## config.mk

```make
export PLATFORM = sky130hd
export DESIGN_NAME = mdio_mgr
export DESIGN_NICKNAME = d
export VERILOG_FILES = /design/src/rtl/mdio_mgr_pkg.sv /design/src/rtl/mdio_clk_div.sv /design/src/rtl/mdio_frame_engine.sv /design/src/rtl/mdio_regfile.sv /design/src/rtl/mdio_mgr.sv
export SDC_FILE = /design/constraint.sdc
export NUM_CORES = 1
export LEC_CHECK = 0
export BUFFER_PORTS_ARGS = -buffer_cell sky130_fd_sc_hd__buf_2
export CELL_PAD_IN_SITES_DETAIL_PLACEMENT = 0
export CELL_PAD_IN_SITES_GLOBAL_PLACEMENT = 1
export CORE_ASPECT_RATIO = 1.5
export CORE_MARGIN = 2
export CORE_UTILIZATION = 47
export CTS_CLUSTER_SIZE = 25
export DETAILED_ROUTE_END_ITERATION = 8
export PLACE_DENSITY = 0.82
export SYNTH_ARGS = -nofsm -noshare
export SYNTH_HDL_FRONTEND = slang
export SYNTH_SLANG_ARGS = --single-unit
```

## constraint.sdc

```tcl
create_clock -name clk -period 4.8 [get_ports clk]
set_input_delay 0.48 -clock clk [delete_from_list [all_inputs] [get_ports clk]]
set_output_delay 0.48 -clock clk [all_outputs]
set_load 0.02 [all_outputs]
```

## src/rtl/mdio_mgr_pkg.sv

```systemverilog
package mdio_mgr_pkg;

    localparam int FRAME_LEN   = 64;
    localparam int TA_POS      = 46;
    localparam int DATA_POS    = 48;
    localparam int IDX_W       = $clog2(FRAME_LEN);
    localparam int CTRL_GO_BIT = 0;
    localparam int CTRL_EN_BIT = 3;
    localparam int CMD_W       = 11;
    localparam int DATA_W      = 16;

    typedef enum logic [1:0] {
        SEL_ADDR  = 2'd0,
        SEL_WDATA = 2'd1,
        SEL_RDATA = 2'd2,
        SEL_CTRL  = 2'd3
    } reg_sel_e;

    // packed order matches the address register layout: bit10 dir, 9:5 phy, 4:0 reg
    typedef struct packed {
        logic       rd;
        logic [4:0] phy;
        logic [4:0] regn;
    } mdio_cmd_t;

    function automatic logic [FRAME_LEN-1:0] build_frame(mdio_cmd_t c, logic [DATA_W-1:0] d);
        logic [1:0] op;
        op = c.rd ? 2'b10 : 2'b01;
        return {32'hFFFF_FFFF, 2'b01, op, c.phy, c.regn, 2'b10, d};
    endfunction

endpackage

```

## src/rtl/mdio_clk_div.sv

```systemverilog
module mdio_clk_div #(
    parameter int DIV = 4
) (
    input  logic clk,
    input  logic rst,
    input  logic run,
    output logic mdc,
    output logic rise_tick,
    output logic fall_tick
);
    localparam int CW = (DIV < 2) ? 1 : $clog2(DIV);

    logic [CW-1:0] cnt_q;
    logic          terminal;

    assign terminal  = (cnt_q == CW'(DIV - 1));
    assign rise_tick = run && terminal && !mdc;
    assign fall_tick = run && terminal && mdc;

    always_ff @(posedge clk) begin
        if (rst || !run) begin
            cnt_q <= '0;
            mdc   <= 1'b0;
        end else if (terminal) begin
            cnt_q <= '0;
            mdc   <= ~mdc;
        end else begin
            cnt_q <= cnt_q + 1'b1;
        end
    end

    AST_MDC_IDLE_LOW: assert property (@(posedge clk) disable iff (rst)
        !run |=> !mdc);

    AST_MDC_HOLDS_MIDPHASE: assert property (@(posedge clk) disable iff (rst)
        (run && !terminal) |=> $stable(mdc));

endmodule

```

## src/rtl/mdio_frame_engine.sv

```systemverilog
module mdio_frame_engine
    import mdio_mgr_pkg::*;
(
    input  logic              clk,
    input  logic              rst,
    input  logic              start,
    input  mdio_cmd_t         cmd,
    input  logic [DATA_W-1:0] wdata,
    input  logic              rise_tick,
    input  logic              fall_tick,
    input  logic              mdio_i,
    output logic              busy,
    output logic              mdio_o,
    output logic              mdio_oe,
    output logic              rd_done,
    output logic [DATA_W-1:0] rd_shift
);
    logic [FRAME_LEN-1:0] frame_q;
    logic [IDX_W-1:0]     idx_q;
    logic                 rd_mode_q;
    logic                 last_bit;

    assign last_bit = (idx_q == IDX_W'(FRAME_LEN - 1));
    assign rd_done  = busy && fall_tick && last_bit && rd_mode_q;
    assign mdio_o   = busy ? frame_q[FRAME_LEN-1] : 1'b0;
    assign mdio_oe  = busy && (!rd_mode_q || (idx_q < IDX_W'(TA_POS)));

    always_ff @(posedge clk) begin
        if (rst) begin
            busy      <= 1'b0;
            frame_q   <= '0;
            idx_q     <= '0;
            rd_mode_q <= 1'b0;
            rd_shift  <= '0;
        end else if (!busy) begin
            if (start) begin
                busy      <= 1'b1;
                frame_q   <= build_frame(cmd, wdata);
                idx_q     <= '0;
                rd_mode_q <= cmd.rd;
            end
        end else begin
            if (rise_tick && rd_mode_q && (idx_q >= IDX_W'(DATA_POS)))
                rd_shift <= {rd_shift[DATA_W-2:0], mdio_i};
            if (fall_tick) begin
                if (last_bit) begin
                    busy <= 1'b0;
                end else begin
                    idx_q   <= idx_q + 1'b1;
                    frame_q <= {frame_q[FRAME_LEN-2:0], 1'b0};
                end
            end
        end
    end

    AST_OE_OFF_IDLE: assert property (@(posedge clk) disable iff (rst)
        !busy |-> !mdio_oe);

    AST_BUSY_ENDS_ON_FALL: assert property (@(posedge clk) disable iff (rst)
        $fell(busy) |-> $past(fall_tick));

endmodule

```

## src/rtl/mdio_regfile.sv

```systemverilog
module mdio_regfile
    import mdio_mgr_pkg::*;
(
    input  logic              clk,
    input  logic              rst,
    input  logic              wr,
    input  logic [1:0]        sel,
    input  logic [31:0]       wdata,
    input  logic              busy,
    input  logic              rd_done,
    input  logic [DATA_W-1:0] rd_shift,
    output logic [31:0]       rdata,
    output logic              start,
    output mdio_cmd_t         cmd,
    output logic [DATA_W-1:0] wr_val
);
    reg_sel_e          sel_e;
    logic              en_q;
    logic [DATA_W-1:0] rd_q;

    assign sel_e = reg_sel_e'(sel);
    assign start = wr && (sel_e == SEL_CTRL) && wdata[CTRL_GO_BIT]
                   && wdata[CTRL_EN_BIT] && !busy;

    always_ff @(posedge clk) begin
        if (rst) begin
            cmd    <= '0;
            wr_val <= '0;
            rd_q   <= '0;
            en_q   <= 1'b0;
        end else begin
            if (wr) begin
                case (sel_e)
                    SEL_ADDR:  cmd    <= mdio_cmd_t'(wdata[CMD_W-1:0]);
                    SEL_WDATA: wr_val <= wdata[DATA_W-1:0];
                    SEL_CTRL:  en_q   <= wdata[CTRL_EN_BIT];
                    default:   ;
                endcase
            end
            if (rd_done)
                rd_q <= rd_shift;
        end
    end

    always_comb begin
        rdata = '0;
        case (sel_e)
            SEL_ADDR:  rdata[CMD_W-1:0]  = cmd;
            SEL_WDATA: rdata[DATA_W-1:0] = wr_val;
            SEL_RDATA: rdata[DATA_W-1:0] = rd_q;
            SEL_CTRL: begin
                rdata[CTRL_EN_BIT] = en_q;
                rdata[CTRL_GO_BIT] = busy;
            end
            default:   ;
        endcase
    end

    AST_NO_START_DISABLED: assert property (@(posedge clk) disable iff (rst)
        (wr && sel_e == SEL_CTRL && !wdata[CTRL_EN_BIT] && !busy) |=> !busy);

    AST_RDATA_HOLD: assert property (@(posedge clk) disable iff (rst)
        !$fell(busy) |-> $stable(rd_q));

endmodule

```

## src/rtl/mdio_mgr.sv

```systemverilog
module mdio_mgr
    import mdio_mgr_pkg::*;
#(
    parameter int DIV = 4
) (
    input  logic        clk,
    input  logic        rst,
    input  logic        reg_wr,
    input  logic [1:0]  reg_sel,
    input  logic [31:0] reg_wdata,
    output logic [31:0] reg_rdata,
    output logic        mdc,
    output logic        mdio_o,
    output logic        mdio_oe,
    input  logic        mdio_i
);
    logic              busy, start, rise_tick, fall_tick, rd_done;
    mdio_cmd_t         cmd;
    logic [DATA_W-1:0] wr_val, rd_shift;

    mdio_regfile u_regs (
        .clk(clk), .rst(rst), .wr(reg_wr), .sel(reg_sel), .wdata(reg_wdata),
        .busy(busy), .rd_done(rd_done), .rd_shift(rd_shift),
        .rdata(reg_rdata), .start(start), .cmd(cmd), .wr_val(wr_val)
    );

    mdio_clk_div #(.DIV(DIV)) u_div (
        .clk(clk), .rst(rst), .run(busy),
        .mdc(mdc), .rise_tick(rise_tick), .fall_tick(fall_tick)
    );

    mdio_frame_engine u_eng (
        .clk(clk), .rst(rst), .start(start), .cmd(cmd), .wdata(wr_val),
        .rise_tick(rise_tick), .fall_tick(fall_tick), .mdio_i(mdio_i),
        .busy(busy), .mdio_o(mdio_o), .mdio_oe(mdio_oe),
        .rd_done(rd_done), .rd_shift(rd_shift)
    );

endmodule

```

==> results of run 1 <==
logic make-up (layout without fill, tap and decap cells):
kind of cell,after synthesis,after routing
simple gates,295,295
flops,135,135
compound gates,105,105
buf+inv,77,80
mux,44,44
fa+ha+maj,7,7
other cells,1,16
xor+xnor,1,1
cells in the mapped netlist, types with 2 or more instances:
master and n:
sky130_fd_sc_hd__inv_1 5, sky130_fd_sc_hd__nand2_1 98, sky130_fd_sc_hd__o31ai_1 2, sky130_fd_sc_hd__buf_6 4, sky130_fd_sc_hd__mux2i_1 44, sky130_fd_sc_hd__clkbuf_1 27
sky130_fd_sc_hd__a21oi_1 51, sky130_fd_sc_hd__or3_1 2, sky130_fd_sc_hd__nor4b_1 2, sky130_fd_sc_hd__buf_2 13, sky130_fd_sc_hd__ha_1 7, sky130_fd_sc_hd__a22oi_1 5
sky130_fd_sc_hd__nor3_1 95, sky130_fd_sc_hd__a222oi_1 11, sky130_fd_sc_hd__buf_1 2, sky130_fd_sc_hd__nor3b_1 2, sky130_fd_sc_hd__a31oi_1 2, sky130_fd_sc_hd__dfxtp_1 135
sky130_fd_sc_hd__a211oi_1 26, sky130_fd_sc_hd__nor2b_1 6, sky130_fd_sc_hd__nor2_1 63, sky130_fd_sc_hd__buf_4 26, sky130_fd_sc_hd__nand3_1 15, sky130_fd_sc_hd__and2_1 3
cell type report:
type                       instances  share of cell area
sequential                       135               0.422
multi-input combinational        468               0.415
timing repair buffer              44              0.0363
clock inverter                    14              0.0275
inverter                           5             0.00293
tap                              153              0.0299
clock buffer                      17              0.0664
how the worst max path moves through the flow:
stage                                startpoint                              to  slack (ns)
finish              u_eng.idx_q[1]$_SDFFE_PP0P_   u_eng.frame_q[4]$_SDFFE_PP0P_        2.29
floorplan                            reg_sel[0]                    reg_rdata[3]        2.67
CTS                       u_eng.busy$_SDFF_PP0_                    reg_rdata[0]        2.27
global placement                     reg_sel[0]  u_eng.frame_q[24]$_SDFFE_PP0P_        2.00
detailed placement                   reg_sel[0]  u_eng.frame_q[25]$_SDFFE_PP0P_        1.91
global route                         reg_sel[0]   u_eng.frame_q[4]$_SDFFE_PP0P_        2.08
critical path: stages, from the launching register on:
cell and delay, ns:
sky130_fd_sc_hd__dfxtp_1 0.38, sky130_fd_sc_hd__ha_1 0.24, sky130_fd_sc_hd__nand3_1 0.19, sky130_fd_sc_hd__o21bai_4 0.83
sky130_fd_sc_hd__nand2_4 0.41, sky130_fd_sc_hd__a211oi_1 0.36
sequential cells by signal, summed over array words and instances, names as in the netlist:
signal / cells
u_eng.rd_shift: 16
u_div.mdc: 1
u_regs.wr_val: 16
u_eng.busy: 1
u_eng.rd_mode_q: 1
u_regs.en_q: 1
u_eng.idx_q: 6
u_div.cnt_q: 2
u_regs.cmd: 11
u_regs.rd_q: 16
u_eng.frame_q: 64
per-layer routing:
layer / up-vias / GRT usage / part of all wire
met1: 2181 / 0.249 / 0.42
li1: 2304 / - / -
met3: 14 / 0.0585 / 0.050
met4: 0 / 0.0732 / 0.017
met2: 114 / 0.365 / 0.51
met5: - / 0 / 0
where the power goes:
group          internal, W  switching, W
sequential         0.00114     0.0000141
clock             0.000818      0.000501
combinational    0.0000362     0.0000789
total              0.00199      0.000594
through the flow:
stage | setup WS (ns) | power, W | hold slack, ns | instances | utilization
2_1_floorplan | 2.67 | 0.00127 | 0.408 | 680 | -
3_3_place_gp | 2.00 | 0.00129 | 0.416 | 805 | 0.486
3_5_place_dp | 1.91 | 0.00129 | 0.429 | 805 | 0.486
4_1_cts | 2.27 | 0.00261 | 0.289 | 836 | 0.536
5_1_grt | 2.08 | 0.00268 | 0.303 | 836 | 0.536
6_report | 2.29 | 0.00259 | 0.302 | 836 | 0.536
==> flow_metrics.env, run 1 <==
export IMPL_grt_first_pass_wirelength_mm=21.9
export IMPL_final_max_slew_viol_count=0
export IMPL_synth_edf_count=0
export IMPL_grt_max_degree=82
export IMPL_post_drt_wl_per_cell_um=15.9
export IMPL_via_count_of_the_first_global_routing_pass=4500
export IMPL_clock_sink_count=135
export IMPL_ys_warn_count=0
export IMPL_clock_path_buffers=2
export IMPL_wl_mm=13.3
export IMPL_timing_rr_start="u_eng.idx_q[1]$_SDFFE_PP0P_"
export IMPL_track_usage=0.211
export IMPL_area_share_of_the_leading_cell_type_in_the_synthesized_netlist=0.471
export IMPL_synthMuxAreaShare=0.0768
export IMPL_synth_seq_area_share=0.471
export IMPL_detail_route_vias_per_cell=5.52
export IMPL_post_cts_resized_instances=0
export IMPL_final_period_utilization=0.522
export IMPL_leakage_nw=2.26
export IMPL_ys_seq_elements=135
export IMPL_xor_xnor_portion_of_the_synthesized_cell_area=0.00153
export IMPL_layout_filler_cells=1149
export IMPL_main_combinational_cell_family_by_area_after_synthesis="simple AND/OR/NAND/NOR gates"
export IMPL_grt_antenna_before_repair=0
export IMPL_unrepaired_setup_endpoints_after_global_routing="no"
export IMPL_element_type_at_the_critical_path_end="flop"
export IMPL_ports=73
export IMPL_postRouteAntennaNets=0
export IMPL_most_common_layout_cells="sky130_fd_sc_hd__dfxtp_1, sky130_fd_sc_hd__nand2_1, sky130_fd_sc_hd__nor3_1"
export IMPL_initial_core_util=0.480
export IMPL_placementRows=49
export IMPL_last_weighted_congestion_value_of_the_routability_driven_placer=0.823
export IMPL_compound_cell_area_share_of_the_yosys_netlist=0.125
export IMPL_vdd_drop_max_uv=273
export IMPL_num_vias=4613
export IMPL_detailedPlacementHpwl_mm=8.36
export IMPL_core_area_um2=12000
export IMPL_detailedRoute_firstPassIterationCount=6
export IMPL_hold_depth=3
export IMPL_synth_largest_area_cell="sky130_fd_sc_hd__dfxtp_1"
export IMPL_portBuffers=40
export IMPL_ys_async_sr_fraction=0
export IMPL_worst_pin_slew_ns=1.02
export IMPL_timing_max_cap_violations=0
export IMPL_post_route_min_period_ns=2.51
export IMPL_timing_reg2reg_setup_slack_ns=2.29
export IMPL_synth_top_cells_by_area="sky130_fd_sc_hd__dfxtp_1, sky130_fd_sc_hd__nor3_1, sky130_fd_sc_hd__mux2i_1, sky130_fd_sc_hd__nand2_1, sky130_fd_sc_hd__a21oi_1"
export IMPL_drive_above_1_share=0.123
export IMPL_worstReg2RegEnd="u_eng.frame_q[4]$_SDFFE_PP0P_"
export IMPL_post_cts_repair_setup_buffers=0
export IMPL_synth_distinct_cells=43
export IMPL_cts_hold_buf=0
export IMPL_min_to="u_regs.wr_val[13]$_SDFFE_PP0P_"
export IMPL_layout_cells_most_common="sky130_fd_sc_hd__dfxtp_1"
export IMPL_hp_start="reg_wdata[13]"
export IMPL_power_density_cell_area_nw_per_um2=404
export IMPL_clock_tree_root_cell="sky130_fd_sc_hd__clkbuf_16"
export IMPL_final_nets=716
export IMPL_tritoncts="done"
export IMPL_crit_path_max_fanout=43
export IMPL_fmax_ghz=0.399
export IMPL_worstPathRequired_ns=5.12
export IMPL_synth_cell_area_um2=5730
export IMPL_layout_overhead_on_the_synthesized_area_pct=11.8
export IMPL_cts_htree_levels=4
export IMPL_relSlewSlack=0.317
export IMPL_data_arrival_time_at_the_worst_slack_endpoint_ns=2.82
export IMPL_die_x_um=94.2
export IMPL_clk_latency_ns=0.41
export IMPL_antenna_cells_inserted=0
export IMPL_worst_clock_skew_ns=0.00553
export IMPL_r2r_worst_path_cells=5
export IMPL_finalSetupViolCount=0
export IMPL_first_iter_violations=309
export IMPL_seqCellArea_um2=2700
export IMPL_post_synth_cell_area_avg_um2=8.62
export IMPL_gr_overflow_total=0
export IMPL_final_total_negative_setup_slack_ns=0
export IMPL_die_h_um=139
export IMPL_synth_simple_area_share=0.234
export IMPL_run_status="finished clean"
export IMPL_start_kind="flop"
export IMPL_synthCells=665
export IMPL_numCtsBuffers=17
export IMPL_type_of_the_setup_path_with_the_least_slack="flop to flop"
export IMPL_synth_ff_type="sky130_fd_sc_hd__dfxtp_1"
export IMPL_hold_path_class="primary input to flop"
export IMPL_detail_route_drc_violations=0
export IMPL_final_hold_viol_count=0
export IMPL_multi_input_combinational_cell_area_um2=2660
export IMPL_synth_fa_ha_area_frac=0.0153
export IMPL_clkTransAtPathRegs_ns=0.06
export IMPL_placement_cell_area_um2=5810
export IMPL_die_area_um2=13100
export IMPL_finalInstanceArea_um2=6410
No activity file was read; power rests on OpenSTA's default activity.
==> run 2, diff against run 1 <==
--- a/config.mk
+++ b/config.mk
@@ -10,10 +10,10 @@
 export CELL_PAD_IN_SITES_GLOBAL_PLACEMENT = 1
 export CORE_ASPECT_RATIO = 1.5
 export CORE_MARGIN = 2
-export CORE_UTILIZATION = 47
+export CORE_UTILIZATION = 43
 export CTS_CLUSTER_SIZE = 25
 export DETAILED_ROUTE_END_ITERATION = 8
-export PLACE_DENSITY = 0.82
+export PLACE_DENSITY = 0.76
 export SYNTH_ARGS = -nofsm -noshare
 export SYNTH_HDL_FRONTEND = slang
 export SYNTH_SLANG_ARGS = --single-unit
==> constraint.sdc (replaced) <==
create_clock -name clk -period 2.4 [get_ports clk]
set_input_delay 0.24 -clock clk [delete_from_list [all_inputs] [get_ports clk]]
set_output_delay 0.24 -clock clk [all_outputs]
set_load 0.02 [all_outputs]
==> flow_metrics.env, run 2 (same netlist as run 1, synthesis figures left out) <==
export IMPL_run_status="finished clean"
export IMPL_numCtsBuffers=17
export IMPL_regMostFlops="u_eng.frame_q"
export IMPL_power_total_w=0.00514
export IMPL_detailedPlacementHpwl_mm=8.75
export IMPL_data_arrival_time_at_the_worst_slack_endpoint_ns=2.27
export IMPL_drive_above_1_share=0.137
export IMPL_hold_path_class="primary input to flop"
export IMPL_cts_htree_levels=4
export IMPL_post_route_min_period_ns=1.94
export IMPL_final_max_slew_viol_count=0
export IMPL_final_nets=727
export IMPL_initial_core_util=0.441
export IMPL_critical_path_top_cell_by_count="sky130_fd_sc_hd__nor3_1"
export IMPL_via_count_of_the_first_global_routing_pass=4533
export IMPL_placementRows=51
export IMPL_slowest_delay_ns=0.57
export IMPL_master_of_the_slowest_instance_on_the_critical_path="sky130_fd_sc_hd__o21ba_4"
export IMPL_clock_path_buffers=2
export IMPL_die_h_um=145
export IMPL_layout_filler_cells=1284
export IMPL_grt_max_degree=65
export IMPL_ports=73
export IMPL_leakage_nw=2.32
export IMPL_die_area_um2=14300
export IMPL_crit_path_max_fanout=34
export IMPL_unrepaired_setup_endpoints_after_global_routing="no"
export IMPL_post_cts_resized_instances=0
export IMPL_antenna_cells_inserted=0
export IMPL_type_of_the_setup_path_with_the_least_slack="flop to flop"
export IMPL_element_type_at_the_critical_path_end="flop"
export IMPL_post_cts_repair_setup_buffers=0
export IMPL_timing_reg2reg_setup_slack_ns=0.46
export IMPL_whs_ns=0.0694
export IMPL_core_area_um2=13000
export IMPL_number_of_flip_flops_in_the_largest_register=64
export IMPL_die_x_um=98.3
export IMPL_ordered_list_of_cells_on_the_worst_path="ha_1, nand3_2, o21ba_4, buf_12, nor3_1, nor3_1"
export IMPL_finalSetupViolCount=0
export IMPL_worstPathRequired_ns=2.73
export IMPL_worst_pin_slew_ns=0.674
export IMPL_relSlewSlack=0.551
export IMPL_portBuffers=40
export IMPL_last_weighted_congestion_value_of_the_routability_driven_placer=0.841
export IMPL_detail_route_drc_violations=0
export IMPL_clkTransAtPathRegs_ns=0.06
export IMPL_worst_clock_skew_ns=0.00762
export IMPL_layout_cells_most_common="sky130_fd_sc_hd__dfxtp_1"
export IMPL_num_vias=4640
export IMPL_start_kind="flop"
export IMPL_detailedRoute_firstPassIterationCount=8
export IMPL_first_iter_violations=277
export IMPL_cts_hold_buf=0
export IMPL_post_drt_wl_per_cell_um=15.7
export IMPL_power_density_cell_area_nw_per_um2=788
export IMPL_tritoncts="done"
export IMPL_final_total_negative_setup_slack_ns=0
export IMPL_gr_overflow_total=0
export IMPL_most_common_layout_cells="sky130_fd_sc_hd__dfxtp_1, sky130_fd_sc_hd__nand2_1, sky130_fd_sc_hd__nor3_1"
export IMPL_detail_route_vias_per_cell=5.44
export IMPL_wl_mm=13.4
export IMPL_vdd_drop_max_uv=565
export IMPL_grt_first_pass_wirelength_mm=22.2
export IMPL_postRouteAntennaNets=0
export IMPL_clock_sink_count=135
export IMPL_clk_latency_ns=0.41
export IMPL_timing_max_cap_violations=0
export IMPL_clock_tree_root_cell="sky130_fd_sc_hd__clkbuf_16"
export IMPL_final_period_utilization=0.810
export IMPL_fmax_ghz=0.514
export IMPL_grt_antenna_before_repair=0
export IMPL_track_usage=0.189
export IMPL_layout_overhead_on_the_synthesized_area_pct=13.8
export IMPL_final_hold_viol_count=0
[run 2: cell types whose count changed in the layout (fill, tap and decap cells not counted), sizes merged]
cell,before,now
clkinv,7,2
clkinvlp,2,3
buf,44,55
inv,7,10
clkbuf,17,19
bufinv,3,2
[run 2: area by class of cell]
class	count	area (um^2)	share of cell area
Sequential cell	135	2700	0.414
Multi-Input combinational cell	468	2660	0.408
Clock buffer	19	453	0.0694
Timing Repair Buffer	55	353	0.0541
Tap cell	159	199	0.0305
Clock inverter	12	140	0.0215
Inverter	5	18.8	0.00288
[run 2: power breakdown]
group          total, W  internal [W]  switching (W)
Sequential      0.00231       0.00228      0.0000272
Combinational  0.000242     0.0000817       0.000160
Clock           0.00259       0.00160        0.00100
Total           0.00514       0.00396        0.00119
[run 2: worst paths after layout]
| kind | startpoint | cells past startpoint | end |
|---|---|---|---|
| setup / recovery | u_div.cnt_q[0]$_SDFF_PP0_ | 6 | u_eng.frame_q[48]$_SDFFE_PP0P_ |
| hold / removal | mdio_i | 3 | u_eng.rd_shift[0]$_SDFFE_PP0P_ |
| setup reg to reg | u_div.cnt_q[0]$_SDFF_PP0_ | 6 | u_eng.frame_q[48]$_SDFFE_PP0P_ |
| hold reg to reg | u_div.cnt_q[0]$_SDFF_PP0_ | 1 | u_div.cnt_q[0]$_SDFF_PP0_ |
[run 2: critical path: cells and delay by family, from the launching register on]
| kind | cells | cell delay, ns |
|---|---|---|
| DFF | 1 | 0.33 |
| AOI/OAI and AO/OA | 1 | 0.57 |
| adders and majority gates | 1 | 0.28 |
| and+or+nand+nor | 3 | 0.40 |
| buffers and inverters | 1 | 0.26 |
[run 2: stage by stage]
stage                     instance area, um^2  setup WS, ns  cells   util
after global placement                   5930         0.515    822  0.456
after floorplan                          5790         0.752    680      -
after global routing                     6530         0.253    853  0.501
final                                    6530         0.456    853  0.501
after CTS                                6530         0.428    853  0.501
after detailed placement                 5930         0.460    822  0.456
[run 2: metal layers]
| layer | vias up | global-route usage | share of wire |
|---|---|---|---|
| met3 | 19 | 0.0476 | 0.051 |
| li1 | 2328 | - | - |
| met2 | 123 | 0.320 | 0.51 |
| met4 | 0 | 0.0884 | 0.028 |
| met1 | 2170 | 0.223 | 0.42 |
| met5 | - | 0 | 0 |
==> run 3, diff against run 2 <==
--- a/config.mk
+++ b/config.mk
@@ -10,10 +10,10 @@
 export CELL_PAD_IN_SITES_GLOBAL_PLACEMENT = 1
 export CORE_ASPECT_RATIO = 1.5
 export CORE_MARGIN = 2
-export CORE_UTILIZATION = 43
+export CORE_UTILIZATION = 39
 export CTS_CLUSTER_SIZE = 25
 export DETAILED_ROUTE_END_ITERATION = 8
-export PLACE_DENSITY = 0.76
+export PLACE_DENSITY = 0.72
 export SYNTH_ARGS = -nofsm -noshare
 export SYNTH_HDL_FRONTEND = slang
 export SYNTH_SLANG_ARGS = --single-unit
==> constraint.sdc (replaced) <==
create_clock -name clk -period 1.7 [get_ports clk]
set_input_delay 0.17 -clock clk [delete_from_list [all_inputs] [get_ports clk]]
set_output_delay 0.17 -clock clk [all_outputs]
set_load 0.02 [all_outputs]
==> flow_metrics.env, run 3 (same netlist as run 1, synthesis figures left out) <==
export IMPL_post_route_min_period_ns=1.63
export IMPL_layout_filler_cells=1404
export IMPL_power_share_switching=0.250
export IMPL_grt_max_degree=65
export IMPL_fmax_ghz=0.612
export IMPL_worst_setup_path_start="u_div.cnt_q[0]$_SDFF_PP0_"
export IMPL_first_iter_violations=184
export IMPL_timing_max_cap_violations=0
export IMPL_power_internal_w=0.00549
export IMPL_postRouteAntennaNets=0
export IMPL_final_hold_viol_count=0
export IMPL_number_of_flip_flops_in_the_largest_register=64
export IMPL_element_type_at_the_critical_path_end="flop"
export IMPL_initial_core_util=0.397
export IMPL_gr_overflow_total=0
export IMPL_timing_reg2reg_setup_slack_ns=0.07
export IMPL_share_of_power_burned_in_combinational_logic=0.052
export IMPL_core_area_um2=14500
export IMPL_final_total_negative_setup_slack_ns=0
export IMPL_seq_power_share=0.445
export IMPL_finalSetupViolCount=0
export IMPL_data_arrival_time_at_the_worst_slack_endpoint_ns=1.93
export IMPL_layout_overhead_on_the_synthesized_area_pct=22.0
export IMPL_placementRows=54
export IMPL_die_x_um=103
export IMPL_vdd_drop_max_uv=679
export IMPL_last_weighted_congestion_value_of_the_routability_driven_placer=0.832
export IMPL_die_h_um=153
export IMPL_leakage_nw=2.50
export IMPL_clock_path_buffers=2
export IMPL_die_area_um2=15700
export IMPL_num_vias=4831
export IMPL_track_usage=0.187
export IMPL_ports=73
export IMPL_power_net_switching_w=0.00183
export IMPL_portBuffers=40
export IMPL_grt_first_pass_wirelength_mm=23.1
export IMPL_clk_latency_ns=0.42
export IMPL_layout_cells_most_common="sky130_fd_sc_hd__dfxtp_1"
export IMPL_placement_cell_area_um2=6170
export IMPL_clock_power_share=0.503
export IMPL_clkTransAtPathRegs_ns=0.06
export IMPL_type_of_the_setup_path_with_the_least_slack="flop to flop"
export IMPL_clock_sink_count=135
export IMPL_final_util=0.484
export IMPL_wl_mm=14.3
export IMPL_antenna_cells_inserted=0
export IMPL_final_period_utilization=0.961
export IMPL_finalInstanceArea_um2=6990
export IMPL_seqCellArea_um2=2710
export IMPL_via_count_of_the_first_global_routing_pass=4582
export IMPL_worst_clock_skew_ns=0.00809
export IMPL_cts_htree_levels=4
export IMPL_timing_rr_start="u_div.cnt_q[0]$_SDFF_PP0_"
export IMPL_hold_path_class="primary input to flop"
export IMPL_final_max_slew_viol_count=0
export IMPL_tritoncts="done"
export IMPL_final_nets=756
export IMPL_start_kind="flop"
export IMPL_multi_input_combinational_cell_area_um2=2710
export IMPL_most_common_layout_cells="sky130_fd_sc_hd__dfxtp_1, sky130_fd_sc_hd__nand2_1, sky130_fd_sc_hd__nor3_1"
export IMPL_grt_antenna_before_repair=0
export IMPL_power_density_cell_area_nw_per_um2=1050
export IMPL_clock_tree_root_cell="sky130_fd_sc_hd__clkbuf_16"
export IMPL_drive_above_1_share=0.167
export IMPL_run_status="finished clean"
export IMPL_detail_route_drc_violations=0
export IMPL_detailedRoute_firstPassIterationCount=5
export IMPL_detailedPlacementHpwl_mm=9.35
export IMPL_numCtsBuffers=17
export IMPL_worstPathRequired_ns=1.99
export IMPL_crit_path_max_fanout=21
export IMPL_regMostFlops="u_eng.frame_q"
export IMPL_post_drt_wl_per_cell_um=15.5
export IMPL_detail_route_vias_per_cell=5.25
export IMPL_hp_start="reg_wdata[2]"
## run 3: cell count changes in the layout (fill, tap and decap cells not counted), moves of 2 or more
cell	previous run	this run
sky130_fd_sc_hd__dlygate4sd3_1	0	12
sky130_fd_sc_hd__buf_12	3	10
sky130_fd_sc_hd__buf_4	13	20
sky130_fd_sc_hd__inv_8	0	5
sky130_fd_sc_hd__buf_6	0	2
sky130_fd_sc_hd__ha_1	7	5
## run 3: final timing paths
kind | end | cells past startpoint
worst max-delay path | u_eng.frame_q[56]$_SDFFE_PP0P_ | 8
worst min-delay path | u_regs.cmd[2]$_SDFFE_PP0P_ | 3
worst max register to register | u_eng.frame_q[56]$_SDFFE_PP0P_ | 8
worst min register to register | u_div.cnt_q[0]$_SDFF_PP0_ | 1
## run 3: cell type report
cell class | instances | share of cell area
Clock buffer | 18 | 0.0628
Sequential cell | 135 | 0.387
Timing Repair Buffer | 84 | 0.103
Inverter | 5 | 0.00268
Clock inverter | 14 | 0.0218
Tap cell | 196 | 0.0351
Multi-Input combinational cell | 468 | 0.387
## run 3: power groups by stage
stage | sequential (W) | combinational, W | clock (W)
final | 0.00326 | 0.000384 | 0.00368
after global routing | 0.00326 | 0.000424 | 0.00389
after CTS | 0.00326 | 0.000381 | 0.00375
after detailed placement | 0.00333 | 0.000358 | 0
after global placement | 0.00333 | 0.000352 | 0
after floorplan | 0.00331 | 0.000274 | 0
## run 3: metrics by stage
step / instances / total power [W] / hold WS, ns / setup slack [ns]
after floorplan: 680 / 0.00359 / 0.306 / 0.0888
after global placement: 873 / 0.00368 / 0.406 / 0.0597
after detailed placement: 873 / 0.00368 / 0.414 / 0.0159
after CTS: 917 / 0.00739 / 0.00372 / 0.0145
after global routing: 920 / 0.00758 / 0.00473 / -0.0128
final: 920 / 0.00732 / 0.0186 / 0.0667
## run 3: repair_timing
item,4_1_cts,5_1_grt
setup buffers,1,2
endpoints found under the hold margin,13,0
cloned,0,1
hold buffers,12,0
endpoints found under the setup margin,5,41
resized for setup,5,12
pin swaps,1,1
## run 3: critical path: stages (launching register included)
cell and delay [ns]:
sky130_fd_sc_hd__dfxtp_2 0.34, sky130_fd_sc_hd__ha_2 0.20, sky130_fd_sc_hd__nand3_2 0.10, sky130_fd_sc_hd__buf_4 0.16, sky130_fd_sc_hd__o21bai_4 0.21, sky130_fd_sc_hd__buf_4 0.17
sky130_fd_sc_hd__clkbuf_16 0.18, sky130_fd_sc_hd__nor2_1 0.10, sky130_fd_sc_hd__nor3_1 0.05
## run 3: layer usage
layer	wire, um	up-vias	global-route usage	part of all wire
li1	-	2396	-	-
met1	5780	2304	0.218	0.40
met2	7530	109	0.318	0.53
met3	597	22	0.0472	0.042
met4	388	0	0.0777	0.027
met5	0	-	0	0
